===== config.mk =====
export PLATFORM = sky130hd
export DESIGN_NAME = smbus_txn_seq
export DESIGN_NICKNAME = d
export VERILOG_FILES = /design/src/rtl/smbus_seq_pkg.sv /design/src/rtl/smbus_seq_dp.sv /design/src/rtl/smbus_seq_ctrl.sv /design/src/rtl/smbus_txn_seq.sv
export SDC_FILE = /design/constraint.sdc
export NUM_CORES = 1
export LEC_CHECK = 0
export BUFFER_PORTS_ARGS = -buffer_cell sky130_fd_sc_hd__buf_2
export CORE_MARGIN = 1.5
export CORE_UTILIZATION = 33
export DETAILED_ROUTE_END_ITERATION = 8
export GPL_TIMING_DRIVEN = 0
export PLACE_DENSITY = 0.62
export SETUP_SLACK_MARGIN = 0.2
export SKIP_CTS_REPAIR_TIMING = 1
export SYNTH_ARGS = -nofsm -noshare
export SYNTH_HDL_FRONTEND = slang
export SYNTH_SLANG_ARGS = --single-unit
export TNS_END_PERCENT = 1

===== constraint.sdc =====
create_clock -name clk -period 3.16 [get_ports clk]
set_input_delay 0.158 -clock clk [delete_from_list [all_inputs] [get_ports clk]]
set_output_delay 0.158 -clock clk [all_outputs]
set_load 0.02 [all_outputs]

===== src/rtl/smbus_seq_pkg.sv =====
package smbus_seq_pkg;

  typedef enum logic [3:0] {
    T_QUICK  = 4'd0,
    T_SEND   = 4'd1,
    T_RECV   = 4'd2,
    T_WBYTE  = 4'd3,
    T_RBYTE  = 4'd4,
    T_WWORD  = 4'd5,
    T_RWORD  = 4'd6,
    T_PCALL  = 4'd7,
    T_BWRITE = 4'd8,
    T_BREAD  = 4'd9,
    T_BPCALL = 4'd10,
    T_I2CW   = 4'd11,
    T_I2CR   = 4'd12
  } txnType_e;

  typedef enum logic [2:0] {
    PR_NONE   = 3'd0,
    PR_START  = 3'd1,
    PR_RSTART = 3'd2,
    PR_STOP   = 3'd3,
    PR_WRITE  = 3'd4,
    PR_READ   = 3'd5
  } prim_e;

  typedef enum logic [2:0] {
    SEL_ADDRW = 3'd0,
    SEL_ADDRR = 3'd1,
    SEL_ADDRQ = 3'd2,
    SEL_CMD   = 3'd3,
    SEL_CNT   = 3'd4,
    SEL_DATA  = 3'd5
  } byteSel_e;

  localparam logic [1:0] ST_OK   = 2'd0;
  localparam logic [1:0] ST_NACK = 2'd1;
  localparam logic [1:0] ST_CNT  = 2'd2;

  // Shape of one transaction, derived from its type code
  typedef struct packed {
    logic       quick;      // address byte only
    logic       rdOnly;     // address goes out with read, then data
    logic       hasCmd;     // command byte follows write address
    logic       hasWCnt;    // count byte precedes write payload
    logic       wrFromLen;  // write payload length taken from request
    logic [1:0] wrFixed;    // otherwise fixed write payload length
    logic       combined;   // repeated START and read phase follow
    logic       hasRCnt;    // device sends count before read payload
    logic       rdFromLen;  // read length taken from request
    logic [1:0] rdFixed;    // otherwise fixed read length
    logic       procLimit;  // count limit is one below the maximum
  } txnFlags_t;

  // Strobes from control to datapath
  typedef struct packed {
    logic     latch;
    logic     incWr;
    logic     incRd;
    logic     loadCnt;
    logic     captRd;
    logic     setNack;
    logic     setCntErr;
    byteSel_e sel;
  } ctrlStrobe_t;

  function automatic txnFlags_t decodeType(input logic [3:0] code);
    txnFlags_t f;
    f = '0;
    case (code)
      T_SEND:   f.wrFixed = 2'd1;
      T_RECV:   begin f.rdOnly = 1'b1; f.rdFixed = 2'd1; end
      T_WBYTE:  begin f.hasCmd = 1'b1; f.wrFixed = 2'd1; end
      T_RBYTE:  begin f.hasCmd = 1'b1; f.combined = 1'b1; f.rdFixed = 2'd1; end
      T_WWORD:  begin f.hasCmd = 1'b1; f.wrFixed = 2'd2; end
      T_RWORD:  begin f.hasCmd = 1'b1; f.combined = 1'b1; f.rdFixed = 2'd2; end
      T_PCALL:  begin
                  f.hasCmd = 1'b1; f.wrFixed = 2'd2;
                  f.combined = 1'b1; f.rdFixed = 2'd2;
                end
      T_BWRITE: begin f.hasCmd = 1'b1; f.hasWCnt = 1'b1; f.wrFromLen = 1'b1; end
      T_BREAD:  begin f.hasCmd = 1'b1; f.combined = 1'b1; f.hasRCnt = 1'b1; end
      T_BPCALL: begin
                  f.hasCmd = 1'b1; f.hasWCnt = 1'b1; f.wrFromLen = 1'b1;
                  f.combined = 1'b1; f.hasRCnt = 1'b1; f.procLimit = 1'b1;
                end
      T_I2CW:   begin f.hasCmd = 1'b1; f.wrFromLen = 1'b1; end
      T_I2CR:   begin f.hasCmd = 1'b1; f.combined = 1'b1; f.rdFromLen = 1'b1; end
      default:  f.quick = 1'b1;
    endcase
    return f;
  endfunction

endpackage


===== src/rtl/smbus_seq_dp.sv =====
module smbus_seq_dp
  import smbus_seq_pkg::*;
#(
  parameter int MAX_BLOCK = 32,
  parameter int IDX_W     = 6
) (
  input  logic             clk,
  input  logic             rstN,
  input  ctrlStrobe_t      stb,
  input  logic [3:0]       reqType,
  input  logic [6:0]       reqAddr,
  input  logic [7:0]       reqCmd,
  input  logic [IDX_W-1:0] reqLen,
  input  logic [7:0]       wrByte,
  input  logic [7:0]       engRdData,
  output txnFlags_t        flags,
  output logic             wrLast,
  output logic             wrZero,
  output logic             rdLast,
  output logic             cntBad,
  output logic [7:0]       priData,
  output logic [IDX_W-1:0] wrIdx,
  output logic             rdValid,
  output logic [IDX_W-1:0] rdIdx,
  output logic [7:0]       rdData,
  output logic [IDX_W-1:0] rxCount,
  output logic [1:0]       status
);

  localparam logic [7:0]       LIM_FULL = 8'(MAX_BLOCK);
  localparam logic [7:0]       LIM_PROC = 8'(MAX_BLOCK - 1);
  localparam logic [IDX_W-1:0] ONE      = IDX_W'(1);

  txnFlags_t        flagsQ, reqFlags;
  logic [6:0]       addrQ;
  logic [7:0]       cmdQ;
  logic [IDX_W-1:0] lenQ, wrLen, rdLen, wrCnt, rdCnt;
  logic [1:0]       statusQ;
  logic             rdValidQ;
  logic [7:0]       rdDataQ;
  logic [IDX_W-1:0] rdIdxQ;
  logic [7:0]       cntLimit;

  assign reqFlags = decodeType(reqType);

  always_ff @(posedge clk) begin
    if (!rstN) begin
      flagsQ   <= '0;
      addrQ    <= '0;
      cmdQ     <= '0;
      lenQ     <= '0;
      wrLen    <= '0;
      rdLen    <= '0;
      wrCnt    <= '0;
      rdCnt    <= '0;
      statusQ  <= ST_OK;
      rdValidQ <= 1'b0;
      rdDataQ  <= '0;
      rdIdxQ   <= '0;
    end else begin
      rdValidQ <= stb.captRd;
      if (stb.captRd) begin
        rdDataQ <= engRdData;
        rdIdxQ  <= rdCnt;
      end
      if (stb.latch) begin
        flagsQ  <= reqFlags;
        addrQ   <= reqAddr;
        cmdQ    <= reqCmd;
        lenQ    <= reqLen;
        wrLen   <= reqFlags.wrFromLen ? reqLen : IDX_W'(reqFlags.wrFixed);
        rdLen   <= reqFlags.rdFromLen ? reqLen : IDX_W'(reqFlags.rdFixed);
        wrCnt   <= '0;
        rdCnt   <= '0;
        statusQ <= ST_OK;
      end else begin
        if (stb.incWr)     wrCnt   <= wrCnt + ONE;
        if (stb.incRd)     rdCnt   <= rdCnt + ONE;
        if (stb.loadCnt)   rdLen   <= engRdData[IDX_W-1:0];
        if (stb.setNack)   statusQ <= ST_NACK;
        if (stb.setCntErr) statusQ <= ST_CNT;
      end
    end
  end

  // Byte placed on the engine for a write primitive
  always_comb begin
    case (stb.sel)
      SEL_ADDRW: priData = {addrQ, 1'b0};
      SEL_ADDRR: priData = {addrQ, 1'b1};
      SEL_ADDRQ: priData = {addrQ, cmdQ[0]};
      SEL_CMD:   priData = cmdQ;
      SEL_CNT:   priData = 8'(lenQ);
      SEL_DATA:  priData = wrByte;
      default:   priData = 8'h00;
    endcase
  end

  assign cntLimit = flagsQ.procLimit ? LIM_PROC : LIM_FULL;
  assign cntBad   = (engRdData == 8'd0) || (engRdData > cntLimit);
  assign wrLast   = (wrCnt == wrLen - ONE);
  assign wrZero   = (wrLen == '0);
  assign rdLast   = (rdCnt == rdLen - ONE);
  assign flags    = flagsQ;
  assign wrIdx    = wrCnt;
  assign rxCount  = rdCnt;
  assign status   = statusQ;
  assign rdValid  = rdValidQ;
  assign rdIdx    = rdIdxQ;
  assign rdData   = rdDataQ;

  // reported data indexes never reach the block limit
  p_rd_bound_r8: assert property (@(posedge clk) disable iff (!rstN)
    rdValid |-> (rdIdx < IDX_W'(MAX_BLOCK)));

  // a refused write leaves the NACK code in status once the strobe lands
  p_nack_status_r12: assert property (@(posedge clk) disable iff (!rstN)
    (stb.setNack && !stb.latch) |=> (status == ST_NACK));

endmodule


===== src/rtl/smbus_seq_ctrl.sv =====
module smbus_seq_ctrl
  import smbus_seq_pkg::*;
(
  input  logic        clk,
  input  logic        rstN,
  input  logic        reqValid,
  input  txnFlags_t   flags,
  input  logic        wrLast,
  input  logic        wrZero,
  input  logic        rdLast,
  input  logic        cntBad,
  input  logic        engDone,
  input  logic        engNack,
  output ctrlStrobe_t stb,
  output logic        priGo,
  output prim_e       priCmd,
  output logic        priNackOut,
  output logic        busy,
  output logic        done
);

  typedef enum logic [3:0] {
    S_IDLE, S_START, S_ADDR, S_CMD, S_WCNT, S_WDAT,
    S_RSTART, S_RADDR, S_RCNT, S_RDAT, S_STOP, S_DONE
  } state_e;

  state_e state, nextState, afterWrites;
  logic   issued, fin, writeState, fault;

  assign writeState = (state == S_ADDR) || (state == S_CMD) || (state == S_WCNT) ||
                      (state == S_WDAT) || (state == S_RADDR);
  assign fin        = issued && engDone;
  assign fault      = engNack && writeState;
  assign afterWrites = flags.combined ? S_RSTART : S_STOP;

  always_comb begin
    nextState = state;
    case (state)
      S_START:  nextState = S_ADDR;
      S_ADDR: begin
        if (fault || flags.quick) nextState = S_STOP;
        else if (flags.rdOnly)    nextState = S_RDAT;
        else if (flags.hasCmd)    nextState = S_CMD;
        else                      nextState = S_WDAT;
      end
      S_CMD: begin
        if (fault)              nextState = S_STOP;
        else if (flags.hasWCnt) nextState = S_WCNT;
        else if (wrZero)        nextState = afterWrites;
        else                    nextState = S_WDAT;
      end
      S_WCNT: begin
        if (fault)       nextState = S_STOP;
        else if (wrZero) nextState = afterWrites;
        else             nextState = S_WDAT;
      end
      S_WDAT: begin
        if (fault)       nextState = S_STOP;
        else if (wrLast) nextState = afterWrites;
        else             nextState = S_WDAT;
      end
      S_RSTART: nextState = S_RADDR;
      S_RADDR: begin
        if (fault)              nextState = S_STOP;
        else if (flags.hasRCnt) nextState = S_RCNT;
        else                    nextState = S_RDAT;
      end
      S_RCNT:   nextState = cntBad ? S_STOP : S_RDAT;
      S_RDAT:   nextState = rdLast ? S_STOP : S_RDAT;
      S_STOP:   nextState = S_DONE;
      default:  nextState = S_IDLE;
    endcase
  end

  always_ff @(posedge clk) begin
    if (!rstN) begin
      state  <= S_IDLE;
      issued <= 1'b0;
    end else begin
      case (state)
        S_IDLE: if (reqValid) state <= S_START;
        S_DONE: state <= S_IDLE;
        default: begin
          if (!issued) begin
            issued <= 1'b1;
          end else if (engDone) begin
            issued <= 1'b0;
            state  <= nextState;
          end
        end
      endcase
    end
  end

  always_comb begin
    case (state)
      S_START:  priCmd = PR_START;
      S_RSTART: priCmd = PR_RSTART;
      S_STOP:   priCmd = PR_STOP;
      S_RCNT,
      S_RDAT:   priCmd = PR_READ;
      S_ADDR, S_CMD, S_WCNT,
      S_WDAT, S_RADDR: priCmd = PR_WRITE;
      default:  priCmd = PR_NONE;
    endcase
  end

  assign priGo      = (state != S_IDLE) && (state != S_DONE) && !issued;
  assign priNackOut = (state == S_RDAT) && rdLast;
  assign busy       = (state != S_IDLE);
  assign done       = (state == S_DONE);

  always_comb begin
    stb           = '0;
    stb.latch     = (state == S_IDLE) && reqValid;
    stb.incWr     = fin && (state == S_WDAT) && !engNack;
    stb.incRd     = fin && (state == S_RDAT);
    stb.captRd    = fin && (state == S_RDAT);
    stb.loadCnt   = fin && (state == S_RCNT) && !cntBad;
    stb.setNack   = fin && fault;
    stb.setCntErr = fin && (state == S_RCNT) && cntBad;
    case (state)
      S_ADDR:  stb.sel = flags.quick  ? SEL_ADDRQ :
                         flags.rdOnly ? SEL_ADDRR : SEL_ADDRW;
      S_CMD:   stb.sel = SEL_CMD;
      S_WCNT:  stb.sel = SEL_CNT;
      S_WDAT:  stb.sel = SEL_DATA;
      S_RADDR: stb.sel = SEL_ADDRR;
      default: stb.sel = SEL_ADDRW;
    endcase
  end

  // only one primitive in flight
  p_single_prim_r1: assert property (@(posedge clk) disable iff (!rstN)
    priGo |=> !priGo);

  // an idle request is taken on the next edge
  p_accept_r1: assert property (@(posedge clk) disable iff (!rstN)
    (reqValid && !busy) |=> busy);

  // refused write byte is followed at once by STOP
  p_nack_stop_r12: assert property (@(posedge clk) disable iff (!rstN)
    (issued && engDone && engNack && writeState) |=> (priGo && priCmd == PR_STOP));

  // an illegal device count aborts with STOP
  p_count_abort_r9: assert property (@(posedge clk) disable iff (!rstN)
    (issued && engDone && state == S_RCNT && cntBad) |=> (priGo && priCmd == PR_STOP));

endmodule


===== src/rtl/smbus_txn_seq.sv =====
module smbus_txn_seq
  import smbus_seq_pkg::*;
#(
  parameter int MAX_BLOCK = 32,
  parameter int IDX_W     = $clog2(MAX_BLOCK + 1)
) (
  input  logic             clk,
  input  logic             rstN,
  input  logic             reqValid,
  input  logic [3:0]       reqType,
  input  logic [6:0]       reqAddr,
  input  logic [7:0]       reqCmd,
  input  logic [IDX_W-1:0] reqLen,
  output logic             busy,
  output logic [IDX_W-1:0] wrIdx,
  input  logic [7:0]       wrByte,
  output logic             rdValid,
  output logic [IDX_W-1:0] rdIdx,
  output logic [7:0]       rdData,
  output logic             done,
  output logic [1:0]       status,
  output logic [IDX_W-1:0] rxCount,
  output logic             priGo,
  output logic [2:0]       priCmd,
  output logic [7:0]       priData,
  output logic             priNackOut,
  input  logic             engDone,
  input  logic             engNack,
  input  logic [7:0]       engRdData
);

  ctrlStrobe_t stb;
  txnFlags_t   flags;
  prim_e       primCode;
  logic        wrLast, wrZero, rdLast, cntBad;

  smbus_seq_ctrl u_ctrl (
    .clk        (clk),
    .rstN       (rstN),
    .reqValid   (reqValid),
    .flags      (flags),
    .wrLast     (wrLast),
    .wrZero     (wrZero),
    .rdLast     (rdLast),
    .cntBad     (cntBad),
    .engDone    (engDone),
    .engNack    (engNack),
    .stb        (stb),
    .priGo      (priGo),
    .priCmd     (primCode),
    .priNackOut (priNackOut),
    .busy       (busy),
    .done       (done)
  );

  smbus_seq_dp #(
    .MAX_BLOCK (MAX_BLOCK),
    .IDX_W     (IDX_W)
  ) u_dp (
    .clk       (clk),
    .rstN      (rstN),
    .stb       (stb),
    .reqType   (reqType),
    .reqAddr   (reqAddr),
    .reqCmd    (reqCmd),
    .reqLen    (reqLen),
    .wrByte    (wrByte),
    .engRdData (engRdData),
    .flags     (flags),
    .wrLast    (wrLast),
    .wrZero    (wrZero),
    .rdLast    (rdLast),
    .cntBad    (cntBad),
    .priData   (priData),
    .wrIdx     (wrIdx),
    .rdValid   (rdValid),
    .rdIdx     (rdIdx),
    .rdData    (rdData),
    .rxCount   (rxCount),
    .status    (status)
  );

  assign priCmd = primCode;

endmodule


* Yosys cells after proc, flatten, opt, wreduce, memory -nomap -nowiden *
Memories as Yosys holds them, arrays and structs flattened. A register that Yosys moved wholly into a read port is not among the register bits.
Cells that the tools add are included.

word-level totals
  register bits after elaboration = 74
  bits in read-only memories = 48
  word-level logic and storage cells = 150
  memories = 1

memory list
  name              words  bits a word  rd ports  clocked after memory_dff  wr ports  line                  RTL
  (name not given)  16     3            1         1                         0         smbus_seq_ctrl.sv:96  case (state)

cells by class
  $add $sub $neg = 4
  order comparisons = 1
  equal/unequal tests = 32
  mux-type cells = 45
  bitwise logic cells = 1
  reduce and logical (&&, ||, !) cells = 45

operator list
  operator                                           count
  2-to-1 mux 4 bit                                   15
  one-hot mux 8 bit (6 select lines)                 1
  one-hot mux 4 bit (10 select lines)                1
  == test 4 bit (second input constant)              9
  == test 4 x 3 -> 1 bit (second input constant)     8
  2-to-1 mux 6 bit                                   5
  == test 4 x 2 -> 1 bit (second input constant)     4
  OR reduction 2 bit                                 8
  one-hot mux 3 bit (5 select lines)                 1
  logical AND 1 bit                                  13
  2-to-1 mux 1 bit                                   13
  adder 6 x 1 -> 6 bit (second input constant)       2
  == test 6 bit                                      2
  OR reduction 12 bit                                1
  subtractor 6 x 1 -> 6 bit (second input constant)  2
  OR reduction 10 bit                                1
  == test 4 x 1 -> 1 bit (second input constant)     2
  greater-than comparator 8 bit                      1
  zero test 8 bit                                    1
  2-to-1 mux 2 bit                                   4
  one-hot mux 2 bit (2 select lines)                 2
  one-hot mux 4 bit (2 select lines)                 1
  == test 3 x 2 -> 1 bit (second input constant)     2
  == test 3 bit (second input constant)              2
  16 further kinds                                   27

* Logic depth before layout (Yosys ltp) *
  depth in word-level cells = 14
  mapped depth = 10

* By module *
From an unflattened synthesis, not the netlist that was laid out.

unflattened totals
  cells, all modules = 537
  area, all modules = 4,687.0 um^2

modules (own cells, without submodules)
  module          times used  cells an instance  area each (um^2)
  smbus_seq_dp    1           404                3,718.6
  smbus_seq_ctrl  1           133                968.4

* Least setup slack after synthesis *
OpenSTA, ideal clock, no wires.

  path type = flip-flop to flip-flop
  start point = register u_dp.wrLen[2]
  end point = register u_ctrl.priCmd[1] (netlist name)
  setup time = 0.116 ns
  arrival = 2.213 ns
  data required time = 3.044 ns
  slack = 0.832 ns
  stages on the path, launching flop included = 8
  clock period less this slack = 2.328 ns
  cells stage by stage = dfxtp_1 or3_4 or4_4 a2111oi_4 and3_1 a22oi_2 xor2_1 and3_1

between the ends
  cells in the longest elaborated chain, start to end = 10
  elaborated cells between the ends (all ways) = 15

ends and longest elaborated chain
  item                                                                 line                                                             RTL
  start: declaration                                                   smbus_seq_dp.sv:37                                               logic [IDX_W-1:0] lenQ, wrLen, rdLen, wrCnt, rdCnt;
  start signal: assignment                                             smbus_seq_dp.sv:71                                               wrLen <= reqFlags.wrFromLen ? reqLen : IDX_W'(reqFlags.wrFixed);
  subtractor 6 x 1 -> 6 bit / zero test 6 bit (equally long branches)  smbus_seq_dp.sv:101, smbus_seq_dp.sv:102
  == test 6 bit / 2-to-1 mux 4 bit (equally long branches)             smbus_seq_dp.sv:101, smbus_seq_ctrl.sv:49, smbus_seq_ctrl.sv:54
  2-to-1 mux 4 bit (on tied branches)                                  smbus_seq_ctrl.sv:59, smbus_seq_ctrl.sv:48
  2-to-1 mux 4 bit (on tied branches)                                  smbus_seq_ctrl.sv:58, smbus_seq_ctrl.sv:47
  one-hot mux 4 bit (10 select lines) *                                smbus_seq_ctrl.sv:38                                             case (state)
  2-to-1 mux 4 bit *                                                   smbus_seq_ctrl.sv:86                                             end else if (engDone) begin
  2-to-1 mux 4 bit *                                                   smbus_seq_ctrl.sv:84                                             if (!issued) begin
  one-hot mux 4 bit (2 select lines) *                                 smbus_seq_ctrl.sv:80                                             case (state)
  2-to-1 mux 4 bit (no line) * (2 in a row)                            --

Every way passes the cells marked *; elsewhere a longest branch is shown, timed or not. The select of a mux whose other input is x is not followed.
A chain may end at the register's enable or synchronous reset.

* Final worst setup path *
  start point = register u_ctrl.state[2]
  end point = register u_dp.wrCnt[5] (netlist: u_dp.wrIdx[5])

between the ends
  cells in the longest elaborated chain, start to end = 3
  elaborated cells between the ends (all ways) = 6

ends and longest elaborated chain
  item                                                              line                                          RTL
  start: declaration                                                smbus_seq_ctrl.sv:27                          state_e state, nextState, afterWrites;
  start signal: assignment                                          smbus_seq_ctrl.sv:88                          state <= nextState;
  == test 4 x 3 -> 1 bit / zero test 4 bit (equally long branches)  smbus_seq_ctrl.sv:116, smbus_seq_ctrl.sv:115
  logical AND 1 bit (on tied branches)                              smbus_seq_ctrl.sv:116, smbus_seq_ctrl.sv:115
  logical AND 1 bit / OR reduction 2 bit (equally long branches)    --
  end signal: assignment                                            smbus_seq_dp.sv:77                            if (stb.incWr) wrCnt <= wrCnt + ONE;
  end: declaration                                                  smbus_seq_dp.sv:37

Parallel ways exist; a longest one is shown, timed or not.

==> results.cfg <==
[timing]
worst_hold_slack_ns = 0.05642
period_needed_ns = 2.855
tightest_slew_ns = 1.015
final.setup.tns_ns = 0
rsz0062_at_grt = yes
setup_viol = 0
max-slew-margin-rel = 0.3218
maxSlewViolCount = 0
skew_ns = 0.007645
fmax_mhz = 350.2
min_period_over_period = 0.9036
hold_viol = 0

[detailed_routing]
routed_via_density = 5.260
ant_nets = 0
drt_iter0_drc = 325
drt_wl_total_mm = 13.08
drcViolationCount = 0
wire_per_inst_um = 15.89
routed-via-count = 4329
first_pass_iters = 4

[floorplanning]
ioPinCount = 90
fp-row-count = 41
die-area_um2 = 13500
core_um2 = 12570
start_util = 0.3363
die_w_um = 116.2
die_y_um = 116.2

[power_and_ir_drop]
vdd_drop_max_uv = 324.3
pwr_density_cell_nw_per_um2 = 464.6
leakage_nw = 2.083
swShare = 0.2581
p_clk_frac = 0.452
p_comb_frac = 0.122
p_switching_mw = 0.6232
power_frac_seq = 0.426
p_int_mw = 1.791

[yosys]
muxShareOfSynthArea = 0.01895
yosys.area_share.simple = 0.2647
synth_top_area_frac = 0.3647
async_flop_share = 0
syn_nets = 606
ys.warnings.count = 0
seq_area_frac_synth = 0.3647
synth_ff_type = dfxtp_1
yosysTopAreaCell = dfxtp_1
synth_xor_area_frac = 0.04973
synthAdderAreaFrac = 0.03256
syn-cell-area_um2 = 4227
ys_types = 60
synth_top_family_by_area = simple AND/OR/NAND/NOR gates
synth_compound_area_frac = 0.2268
ys_top_cells_by_area = dfxtp_1 36%, nand2_1 9.9%, a21oi_1 7.3%
avgSynthCellArea_um2 = 7.699
synth_cells = 549
synth-edff-count = 0
yosys_register_bits = 77

[final_layout]
syn2layout_area_growth_pct = 22.94
layout_common_cells = 111 x nand2_1, 89 x buf_2, 77 x dfxtp_1, 62 x a21oi_1, 50 x nor2_1
nFillCells = 1308
nNetsFinal = 703
fin_util = 0.4134
final_common_cell = nand2_1
drive_gt1_frac = 0.1920
antennaDiodeCount = 0

[run_status]
outcome = finished, final reports clean

[clock_network]
cts_made_buffers = 9
clkTransAtPathRegs_ns = 0.06
tritoncts = done
clk_path_buf_depth = 2
insertion_delay_ns = 0.34
cts_sinks = 77
cts-root-buf = clkbuf_16
cts_max_level = 3

[setup_path]
slowest_delay_ns = 0.75
worst_ep_required_time_ns = 3.38
criticalPathCategory = register to register
endpoint_kind = register
path_cells = buf_2 > nand2_1 > nor3_2 > nor3b_1 > and4_1 > nand3_1 > xor2_1 > nor2_1
setup.worst_path.start_class = register
cp.arrival_ns = 3.07
critPathMaxFanout = 10
crit_slowest_cell = nor3b_1

[grt]
grt_overflow = 0
grt_antenna_before_repair = 0
grt_pass1_wl_mm = 20.35
grt_pass1_vias = 4109
grt_usage = 0.1951
grt_max_degree = 14

[place]
gp_congestion = 0.9036
dp_hpwl_mm = 10.12
portBuffers = 86

[worst_hold_path]
hold_class = primary input to register

[run]
maxCapViolCount = 0
==> cell families (layout without fill, tap and decap cells) <==
logic type               Yosys count  after routing
multiplexers                       8              8
adder cells (fa/ha/maj)           11             11
buffers and inverters             47            149
AO/OA/AOI/OAI                    143            143
flip-flops                        77             77
XOR/XNOR                          24             24
AND/OR/NAND/NOR                  239            239
==> synth_stat cells (3+ instances only) <==
cell and count:
nor2_1 51, o21ai_0 20, a222oi_1 7, a211oi_1 13, a32o_1 4, o41ai_1 4
xnor2_1 15, buf_1 3, mux2i_1 8, o211ai_1 7, buf_2 3, nor3b_1 3
or3_1 5, xor2_1 9, nor2b_1 10, ha_1 11, a31oi_1 3, nand4_1 5
a211o_1 3, nand2_1 111, dfxtp_1 77, nand2b_1 7, nor3_1 13, clkbuf_1 25
inv_1 15, nand3_1 7, and2_1 3, and3_1 4, a21oi_1 62
==> worst paths after layout <==
path                                 to  cells past startpoint                          from  slack, ns
max          u_dp.wrIdx[5]$_SDFFE_PP0P_                      8  u_ctrl.state[2]$_SDFFE_PN0P_       0.30
min          u_dp.addrQ[2]$_SDFFE_PN0P_                      3                    reqAddr[2]       0.06
max reg2reg  u_dp.wrIdx[5]$_SDFFE_PP0P_                      8  u_ctrl.state[2]$_SDFFE_PN0P_       0.30
min reg2reg   u_dp.cmdQ[5]$_SDFFE_PN0P_                      2     u_dp.cmdQ[5]$_SDFFE_PN0P_       0.46
==> critical path: cells and delay by family, from the launching register on <==
kind / cells / cell delay, ns
DFF: 1 / 0.40
xor gates and xnor gates: 1 / 0.15
and+or+nand+nor: 6 / 1.93
buffers and inverters: 1 / 0.24
==> through the flow <==
stage          area (um2)  setup WS [ns]  power [mW]  std cells
2_1_floorplan        4227         0.8315       1.232        549
3_3_place_gp         4872         0.3656       1.331        807
3_5_place_dp         4872         0.3514       1.341        807
4_1_cts              5194         0.3508       2.438        823
5_1_grt              5196        0.09777       2.509        823
6_report             5196         0.3047       2.414        823
==> state kept, by name, summed over array words and instances, names as in the netlist, 2 cells and up <==
signal and count:
u_ctrl.state 4, u_dp.flags 7, u_dp.rdLen 6, u_dp.lenQ 6
u_dp.cmdQ 8, u_dp.rxCount 6, u_dp.addrQ 7, u_dp.rdIdx 6
u_dp.status 2, u_ctrl.priCmd 3, u_dp.rdData 8, u_dp.wrIdx 6
u_dp.wrLen 6
==> area by class of cell <==
class                   instances  area (um2)  share of cell area
plain buffers                  31       120.1             0.02312
clock buffers                  12       266.5             0.05129
clock inverters                 4       55.05             0.01059
inverters                      16       60.06             0.01156
multi-input cells             425        2507              0.4825
flip-flops and latches         77        1541              0.2967
well taps                     172       215.2             0.04142
repair buffers                 86       430.4             0.08283
==> per-layer routing <==
metal | part of all wire | GRT usage
met5 | 0 | 0
met4 | 0.022 | 0.08780
met3 | 0.050 | 0.04619
met2 | 0.48 | 0.3176
met1 | 0.45 | 0.2462
==> power groups by stage <==
stage / registers, mW / clock network [mW] / logic [mW]
floorplan: 1.04 / 0 / 0.190
global placement: 1.05 / 0 / 0.283
detailed placement: 1.05 / 0 / 0.292
CTS: 1.03 / 1.12 / 0.293
global route: 1.03 / 1.15 / 0.323
finish: 1.03 / 1.09 / 0.294
No activity file was read; power rests on OpenSTA's default activity.
